==> src/rtl/atten_pkg.sv <==
package atten_pkg;

    localparam int CODE_W = 7;

    typedef logic [CODE_W-1:0] code_t;

    localparam code_t CODE_MAX = '1;

    typedef enum logic [2:0] {
        ST_BOOT = 3'd0,
        ST_DLY  = 3'd1,
        ST_MAX  = 3'd2,
        ST_SER  = 3'd3,
        ST_PAR  = 3'd4
    } mode_st_t;

endpackage

==> src/rtl/atten_pwrup_timer.sv <==
module atten_pwrup_timer #(
    parameter int DELAY_TICKS = 400
) (
    input  logic clk,
    input  logic rst_n,
    input  logic clr,
    input  logic run,
    input  logic tick,
    output logic done
);
    localparam int CNT_W = $clog2(DELAY_TICKS + 1);
    localparam logic [CNT_W-1:0] LAST = CNT_W'(DELAY_TICKS - 1);

    logic [CNT_W-1:0] cnt;

    assign done = run && tick && (cnt == LAST);

    always_ff @(posedge clk or negedge rst_n) begin
        if (!rst_n) begin
            cnt <= '0;
        end else if (clr || done) begin
            cnt <= '0;
        end else if (run && tick) begin
            cnt <= cnt + 1'b1;
        end
    end

    AST_CNT_RANGE: assert property (@(posedge clk) disable iff (!rst_n)
        cnt <= LAST) else $error("tick counter past limit");

    AST_CNT_IDLE: assert property (@(posedge clk) disable iff (!rst_n)
        !run && !clr |=> $stable(cnt)) else $error("counter moved while idle");

endmodule

==> src/rtl/atten_mode_fsm.sv <==
module atten_mode_fsm
    import atten_pkg::*;
(
    input  logic     clk,
    input  logic     rst_n,
    input  logic     ps_serial,
    input  logic     le,
    input  logic     ser_load,
    input  logic     dly_done,
    output mode_st_t st
);
    mode_st_t st_nxt;

    always_ff @(posedge clk or negedge rst_n) begin
        if (!rst_n) begin
            st <= ST_BOOT;
        end else begin
            st <= st_nxt;
        end
    end

    always_comb begin
        st_nxt = st;
        unique case (st)
            ST_BOOT: st_nxt = (!ps_serial && le) ? ST_DLY : ST_MAX;
            ST_DLY:  st_nxt = dly_done ? ST_PAR : ST_DLY;
            ST_MAX: begin
                if (ps_serial && ser_load) begin
                    st_nxt = ST_SER;
                end else if (!ps_serial && le) begin
                    st_nxt = ST_PAR;
                end
            end
            ST_SER:  st_nxt = ps_serial ? ST_SER : ST_PAR;
            ST_PAR:  st_nxt = ps_serial ? ST_SER : ST_PAR;
            default: st_nxt = ST_BOOT;
        endcase
    end

    AST_BOOT_ONCE: assert property (@(posedge clk) disable iff (!rst_n)
        st == ST_BOOT |=> st != ST_BOOT) else $error("boot state repeated");

    AST_DLY_EXIT: assert property (@(posedge clk) disable iff (!rst_n)
        st == ST_DLY && !dly_done |=> st == ST_DLY) else $error("left delay early");

endmodule

==> src/rtl/atten_code_reg.sv <==
module atten_code_reg
    import atten_pkg::*;
(
    input  logic     clk,
    input  logic     rst_n,
    input  mode_st_t st,
    input  logic     ps_serial,
    input  logic     le,
    input  logic     ser_load,
    input  logic     dly_done,
    input  code_t    par_code,
    input  code_t    ser_word,
    output code_t    code
);
    code_t code_nxt;

    always_comb begin
        code_nxt = code;
        unique case (st)
            ST_BOOT: code_nxt = CODE_MAX;
            ST_DLY:  code_nxt = dly_done ? par_code : CODE_MAX;
            ST_MAX, ST_SER, ST_PAR: begin
                if (ps_serial) begin
                    if (ser_load) begin
                        code_nxt = ser_word;
                    end
                end else if (le) begin
                    code_nxt = par_code;
                end
            end
            default: code_nxt = CODE_MAX;
        endcase
    end

    always_ff @(posedge clk or negedge rst_n) begin
        if (!rst_n) begin
            code <= CODE_MAX;
        end else begin
            code <= code_nxt;
        end
    end

endmodule

==> src/rtl/atten_mode_ctrl.sv <==
module atten_mode_ctrl
    import atten_pkg::*;
#(
    parameter int DELAY_US     = 400,
    parameter int TICKS_PER_US = 1
) (
    input  logic                clk,
    input  logic                rst_n,
    input  logic                ps_serial,
    input  logic                le,
    input  logic [CODE_W-1:0]   par_code,
    input  logic [CODE_W-1:0]   ser_word,
    input  logic                ser_load,
    input  logic                tick,
    output logic [CODE_W-1:0]   atten_code
);
    localparam int DELAY_TICKS = DELAY_US * TICKS_PER_US;

    mode_st_t st;
    logic     dly_done;

    atten_pwrup_timer #(
        .DELAY_TICKS (DELAY_TICKS)
    ) u_timer (
        .clk   (clk),
        .rst_n (rst_n),
        .clr   (st == ST_BOOT),
        .run   (st == ST_DLY),
        .tick  (tick),
        .done  (dly_done)
    );

    atten_mode_fsm u_fsm (
        .clk       (clk),
        .rst_n     (rst_n),
        .ps_serial (ps_serial),
        .le        (le),
        .ser_load  (ser_load),
        .dly_done  (dly_done),
        .st        (st)
    );

    atten_code_reg u_code (
        .clk       (clk),
        .rst_n     (rst_n),
        .st        (st),
        .ps_serial (ps_serial),
        .le        (le),
        .ser_load  (ser_load),
        .dly_done  (dly_done),
        .par_code  (par_code),
        .ser_word  (ser_word),
        .code      (atten_code)
    );

    AST_BOOT_MAX: assert property (@(posedge clk) disable iff (!rst_n)
        st == ST_BOOT |-> atten_code == CODE_MAX) else $error("boot not at full scale");

    AST_DLY_MAX: assert property (@(posedge clk) disable iff (!rst_n)
        st == ST_DLY |-> atten_code == CODE_MAX) else $error("delay not at full scale");

    AST_WAIT_MAX: assert property (@(posedge clk) disable iff (!rst_n)
        st == ST_MAX |-> atten_code == CODE_MAX) else $error("waiting state not full scale");

    AST_PAR_HOLD: assert property (@(posedge clk) disable iff (!rst_n)
        st != ST_BOOT && st != ST_DLY && !ps_serial && !le |=> $stable(atten_code))
        else $error("parallel code moved with le low");

    AST_PAR_FOLLOW: assert property (@(posedge clk) disable iff (!rst_n)
        st != ST_BOOT && st != ST_DLY && !ps_serial && le |=> atten_code == $past(par_code))
        else $error("direct code not followed");

    AST_SER_LOAD: assert property (@(posedge clk) disable iff (!rst_n)
        st != ST_BOOT && st != ST_DLY && ps_serial && ser_load |=> atten_code == $past(ser_word))
        else $error("serial word not loaded");

    AST_SER_IDLE: assert property (@(posedge clk) disable iff (!rst_n)
        st != ST_BOOT && st != ST_DLY && ps_serial && !ser_load |=> $stable(atten_code))
        else $error("serial code moved without load");

    AST_SWITCH_KEEP: assert property (@(posedge clk) disable iff (!rst_n)
        st == ST_SER && !ps_serial && !le |=> $stable(atten_code))
        else $error("code lost on switch to parallel");

endmodule

==> config.mk <==
export PLATFORM = sky130hd
export DESIGN_NAME = atten_mode_ctrl
export DESIGN_NICKNAME = d
export VERILOG_FILES = /design/src/rtl/atten_pkg.sv /design/src/rtl/atten_pwrup_timer.sv /design/src/rtl/atten_mode_fsm.sv /design/src/rtl/atten_code_reg.sv /design/src/rtl/atten_mode_ctrl.sv
export SDC_FILE = /design/constraint.sdc
export NUM_CORES = 1
export LEC_CHECK = 0
export BUFFER_PORTS_ARGS = -buffer_cell sky130_fd_sc_hd__buf_2
export CORE_UTILIZATION = 46
export CTS_CLUSTER_SIZE = 10
export DETAILED_ROUTE_END_ITERATION = 8
export HOLD_SLACK_MARGIN = 0.06
export PLACE_DENSITY = 0.85
export REMOVE_ABC_BUFFERS = 1
export SKIP_CTS_REPAIR_TIMING = 1
export SYNTH_ARGS = -nofsm -noshare
export SYNTH_HDL_FRONTEND = slang
export SYNTH_SLANG_ARGS = --single-unit
==> constraint.sdc <==
create_clock -name clk -period 1.71 [get_ports clk]
set_clock_uncertainty 0.1 [all_clocks]
set_input_delay 0.342 -clock clk [delete_from_list [all_inputs] [get_ports clk]]
set_output_delay 0.342 -clock clk [all_outputs]
set_load 0.01 [all_outputs]
# Yosys cells after proc, flatten, opt, wreduce, memory -nomap -nowiden
# Cells that the tools add are included.
[totals]
in_bits = 20
output_inout_bits = 7
latch_bits = 0
rom_bits = 0
ff_bits = 19
elab_cells = 36
ramBits = 0
mem_count = 0
[classes]
n_addsub = 1
div_mod_pow = 0
shifts = 0
n_reduce_logical = 11
eq_ne = 8
muxes = 13
n_lt_le_gt_ge = 0
multipliers = 0
n_bitwise = 0
[ops]
columns = ["operator", "n"]
rows = [
  ["7-bit two-way mux", 4],
  ["9-bit two-way mux", 2],
  ["7-bit case mux with 2 select lines", 1],
  ["3-bit two-way mux", 4],
  ["3-bit case mux with 4 select lines", 1],
  ["9-bit by 1-bit adder with 9-bit output, second input constant", 1],
  ["9-bit equality test, second input constant", 1],
  ["3-bit != test, second input constant", 3],
  ["3-bit by 2-bit equality test with 1-bit output, second input constant", 2],
  ["1-bit logical AND", 4],
  ["3-bit by 1-bit equality test with 1-bit output, second input constant", 1],
  ["3-bit equality test, second input constant", 1],
  ["3-bit zero test", 1],
  ["3-bit OR reduction", 1],
  ["2-bit two-way mux", 1],
  ["2-bit AND reduction", 1],
  ["2-bit nonzero test", 1],
  ["2-bit OR reduction", 1],
  ["1-bit zero test", 1],
  ["1-bit logical OR", 1],
]

# Longest topological paths before layout
[depth]
depth_word = 5
ltp_mapped = 6
ltp_nobuf = 5

# Hierarchy
# Synthesis repeated with hierarchy kept, for this count alone.
[hier_totals]
hier_cells = 131
hier_area_um2 = 1295.0
[modules_own_cells]
columns = ["mod", "area_each_um2", "n_inst", "cells_each", "seq_area_each_um2"]
rows = [
  ["atten_code_reg", 599.3, 1, 58, 183.9],
  ["atten_pwrup_timer", 506.7, 1, 52, 225.2],
  ["atten_mode_fsm", 166.4, 1, 19, 75.1],
  ["atten_mode_ctrl", 22.5, 1, 2, 0.0],
]

# Worst setup path after synthesis
# OpenSTA, ideal clock, no wires.
[synth_path]
kind = "reg2reg"
start = "reg u_timer.cnt[4]"
end = "reg u_timer.cnt[8]"
arrival_time_ps = 1455
setup_time_ps = 119
path_buffers = 1
path_stages_with_launch = 6
period_less_slack_ps = 1673
path_slack_ps = 37
t_required_ps = 1491
cell_sequence = "dfrtp_1 > or4b_4 > nor4_4 > or2_1 > buf_6 > nor2_1"
[synth_between]
elab_chain_cells = 4
word_cells_on_any_way = 7
classes_between = "add/sub (1); eq/ne (1); mux (2); reduce/logical (3)"
[synth_lines]
columns = ["item", "line", "source"]
rows = [
  ["start: declaration", "atten_pwrup_timer.sv:14", "logic [CNT_W-1:0] cnt;"],
  ["start signal: assignment", "atten_pwrup_timer.sv:24", "cnt <= cnt + 1'b1;"],
  ["parallel branches: the longest is 4 deep, another holds 9-bit by 1-bit adder with 9-bit output", "-", ""],
]
# Parallel ways; which one is timed is not known. The select of a mux whose other input is x is not followed.
# A chain may end at the register's enable or synchronous reset.

# Worst setup path in the final report
[layout_path]
start = "reg u_timer.cnt[4]"
end = "reg u_code.code[0]"
[layout_between]
elab_chain_cells = 4
[layout_lines]
columns = ["item", "line", "source"]
rows = [
  ["9-bit equality test", "atten_pwrup_timer.sv:16", "assign done = run && tick && (cnt == LAST);"],
  ["1-bit logical AND", "atten_pwrup_timer.sv:16", ""],
  ["7-bit two-way mux", "atten_code_reg.sv:21", "ST_DLY: code_nxt = dly_done ? par_code : CODE_MAX;"],
  ["7-bit case mux with 2 select lines", "atten_code_reg.sv:19", "unique case (st)"],
  ["end signal: assignment", "atten_code_reg.sv:39", "code <= code_nxt;"],
  ["end: declaration", "atten_code_reg.sv:13", "output code_t code"],
]
# No other way between the ends.

==> flow_summary.yaml <==
global_routing:
  grt_max_degree: 20
  grt_first_pass_wirelength_um: 3910
  met2_usage_pct: 36.2
  grt_util_met1_pct: 23.5
  grt-ovfl-total: 0
  antenna_found_initial: 0
  grt-busiest-layer: "met2"
  grtUsageTotal_pct: 20.4
  grt_pass1_vias: 962
  use_met3_pct: 3.57
route:
  wl_per_cell_um: 12.8
  routed_wl_um: 2310
  firstDrtPassIters: 4
  drt-initial-drc-count: 13
  drc_errors: 0
  dr_total_vias: 974
  postRouteAntennaNets: 0
  viasPerCell: 5.41
placed_design:
  io_buffers: 26
  hpwl_um: 1750
  place_area_um2: 1340
  dp_cells: 175
  pre_cts_ws_ns: 0.0134
  gp_congestion: 0.869
floorplan:
  start_util_pct: 49.3
  rows: 17
  coreArea_um2: 2250
  io_pins: 27
  dieArea_um2: 2620
  fp.dieW_um: 51.1
  dieHeight_um: 51.1
synth:
  synth.largest_area_cell: "dfrtp_1"
  syn_area_um2: 1110
  synthTopCellsByArea: "dfrtp_1 (27%), dfstp_2 (17%), mux2i_1 (6.3%)"
  synthArstFlopShare_pct: 100
  synth_seq_area_share_pct: 43.6
  ys_types: 35
  synth-edff-count: 0
  synth_most_common_cell: "nand2_1"
  syn_inst: 113
  synth_flop_cell: "dfrtp_1"
  synth_top_area_share_pct: 27.0
  synth_warnings: 0
  ys_ff_latch: 19
  synth.top_cells.by_count: "nand2_1 (14), nor2_1 (13), dfrtp_1 (12)"
  syn_area_per_cell_um2: 9.83
flow_run:
  cap_violations: 0
power:
  p_leak_uw: 0.000634
  ir_drop_v: 0.000705
  swShare_pct: 37.8
  seq_power_share_pct: 40.5
  power_frac_comb_pct: 45.7
  p_sw_uw: 629
  p_clk_share_pct: 13.8
  p_int_uw: 1040
  power_density_nw_per_um2: 1200
  total_power_uw: 1670
clock_network:
  htreeDepth: 1
  clock_path_buffers: 2
  clkTransAtPathRegs_ns: 0.11
  numCtsBuffers: 3
  clk_latency_ns: 0.30
  clock-sinks: 19
  cts_root_buffer: "clkbuf_4"
  cts_tree: "yes"
timing:
  setup_viol: 0
  clock.fmax_mhz: 596
  finalHoldViolCount: 0
  setup_ws_ns: 0.0326
  finalMaxSlewViolations: 0
  grt_setup_unrepaired: "true"
  slew_headroom_pct: 72.0
  period_minus_slack_ns: 1.68
  finalCritPeriodShare_pct: 98.1
  worstMarginPinSlew_ns: 0.420
  whs_ns: 0.136
finish:
  drive_gt1_share_pct: 38.8
  n_fill_cell: 195
  stdcell_area_um2: 1390
  syn_to_final_growth_pct: 25.5
  n_antenna_cell: 0
  stdcell_count: 180
  nNetsFinal: 174
setup_path:
  cp.arrival_ns: 1.82
  cp_cell_sequence: "or4b_4, nor4_4, buf_4, a21oi_4, o22a_1"
  worst_setup_path_start_kind: "register"
  cp.required_ns: 1.85
  crit_type: "register to register"
  slowest_stage: "or4b_4"
  endpoint_kind: "register"
  crit_fanout: 7
  max_stage_delay_ns: 0.55
outcome:
  status: "finished clean"
worst_hold_path:
  min_path_type: "input port to register"
==> kinds of logic after synthesis <==
family,count (synthesis),synth area share (%)
AND/OR/NAND/NOR,48,24.2
XOR/XNOR,8,6.31
buffers and inverters,5,2.59
flip-flops,19,43.6
adder cells (fa/ha/maj),1,1.13
AO/OA/AOI/OAI,24,14.9
multiplexers,8,7.32
==> metal layers <==
layer	part of all wire, %	vias to the layer above	wire [µm]
met5	0	-	0
met4	1.4	0	32
met3	4.6	3	107
met2	52	29	1190
met1	42	456	975
li1	-	486	-
==> power groups by stage <==
stage | registers (µW) | logic (µW) | clock network [µW]
global placement | 670 | 703 | 0
detailed placement | 682 | 724 | 0
global route | 691 | 862 | 257
floorplan | 714 | 422 | 0
finish | 676 | 761 | 230
CTS | 672 | 730 | 243
==> state kept, by name, indices dropped and copies added (netlist names) <==
register,count
u_timer.cnt,9
u_code.code,7
u_fsm.st,3
==> cell type report <==
cell class                      instances  area, µm²  share of cell area (%)
Multi-Input combinational cell         89        613                    44.0
Inverter                                1       3.75                   0.269
Clock buffer                            3       22.5                    1.62
Tap cell                               28       35.0                    2.51
Sequential cell                        19        484                    34.7
Timing Repair Buffer                   39        230                    16.5
Clock inverter                          1       5.00                   0.359
==> path summary, 6_finish.rpt <==
path,cells past startpoint,to,startpoint,slack (ns)
setup / recovery,5,u_code.code[0]$_DFFE_PN1P_,u_timer.cnt[4]$_DFFE_PN0P_,0.03
hold / removal,2,u_fsm.st[1]$_DFFE_PN0P_,le,0.14
setup reg to reg,5,u_code.code[0]$_DFFE_PN1P_,u_timer.cnt[4]$_DFFE_PN0P_,0.03
hold reg to reg,2,u_timer.cnt[1]$_DFFE_PN0P_,u_timer.cnt[1]$_DFFE_PN0P_,0.46
max in group asynchronous,2,u_code.code[4]$_DFFE_PN1P_,rst_n,0.79
min in group asynchronous,2,u_fsm.st[0]$_DFFE_PN0P_,rst_n,0.40
==> per-stage QoR <==
step	setup TNS [ns]	util, %
detailed placement	0	59.5
global placement	0	59.5
finish	0	61.8
global route	-0.235	61.8
CTS	-0.0103	60.7
floorplan	0	-
==> worst max-delay path, delay by kind of cell (launching register included) <==
family                 cells  cell delay, ns
and+or+nand+nor            2            0.72
DFF                        1            0.39
AOI/OAI and AO/OA          2            0.24
buffers and inverters      1            0.17
==> placed cells by master, fill, tap and decap left out, types with 2 or more instances in the layout <==
cell and count:
dfstp_2 7, o31ai_1 2, o22a_1 7, buf_2 26
mux2i_1 7, nand3_1 2, a21oi_1 2, nand2b_1 2
xor2_1 4, nor2_1 12, nor3_1 3, dfrtp_1 12
nand4_1 4, buf_4 12, clkbuf_4 3, nand2_1 14
xnor2_1 4, o21ai_0 9
Note: power is estimated with default switching activity, not from simulation.
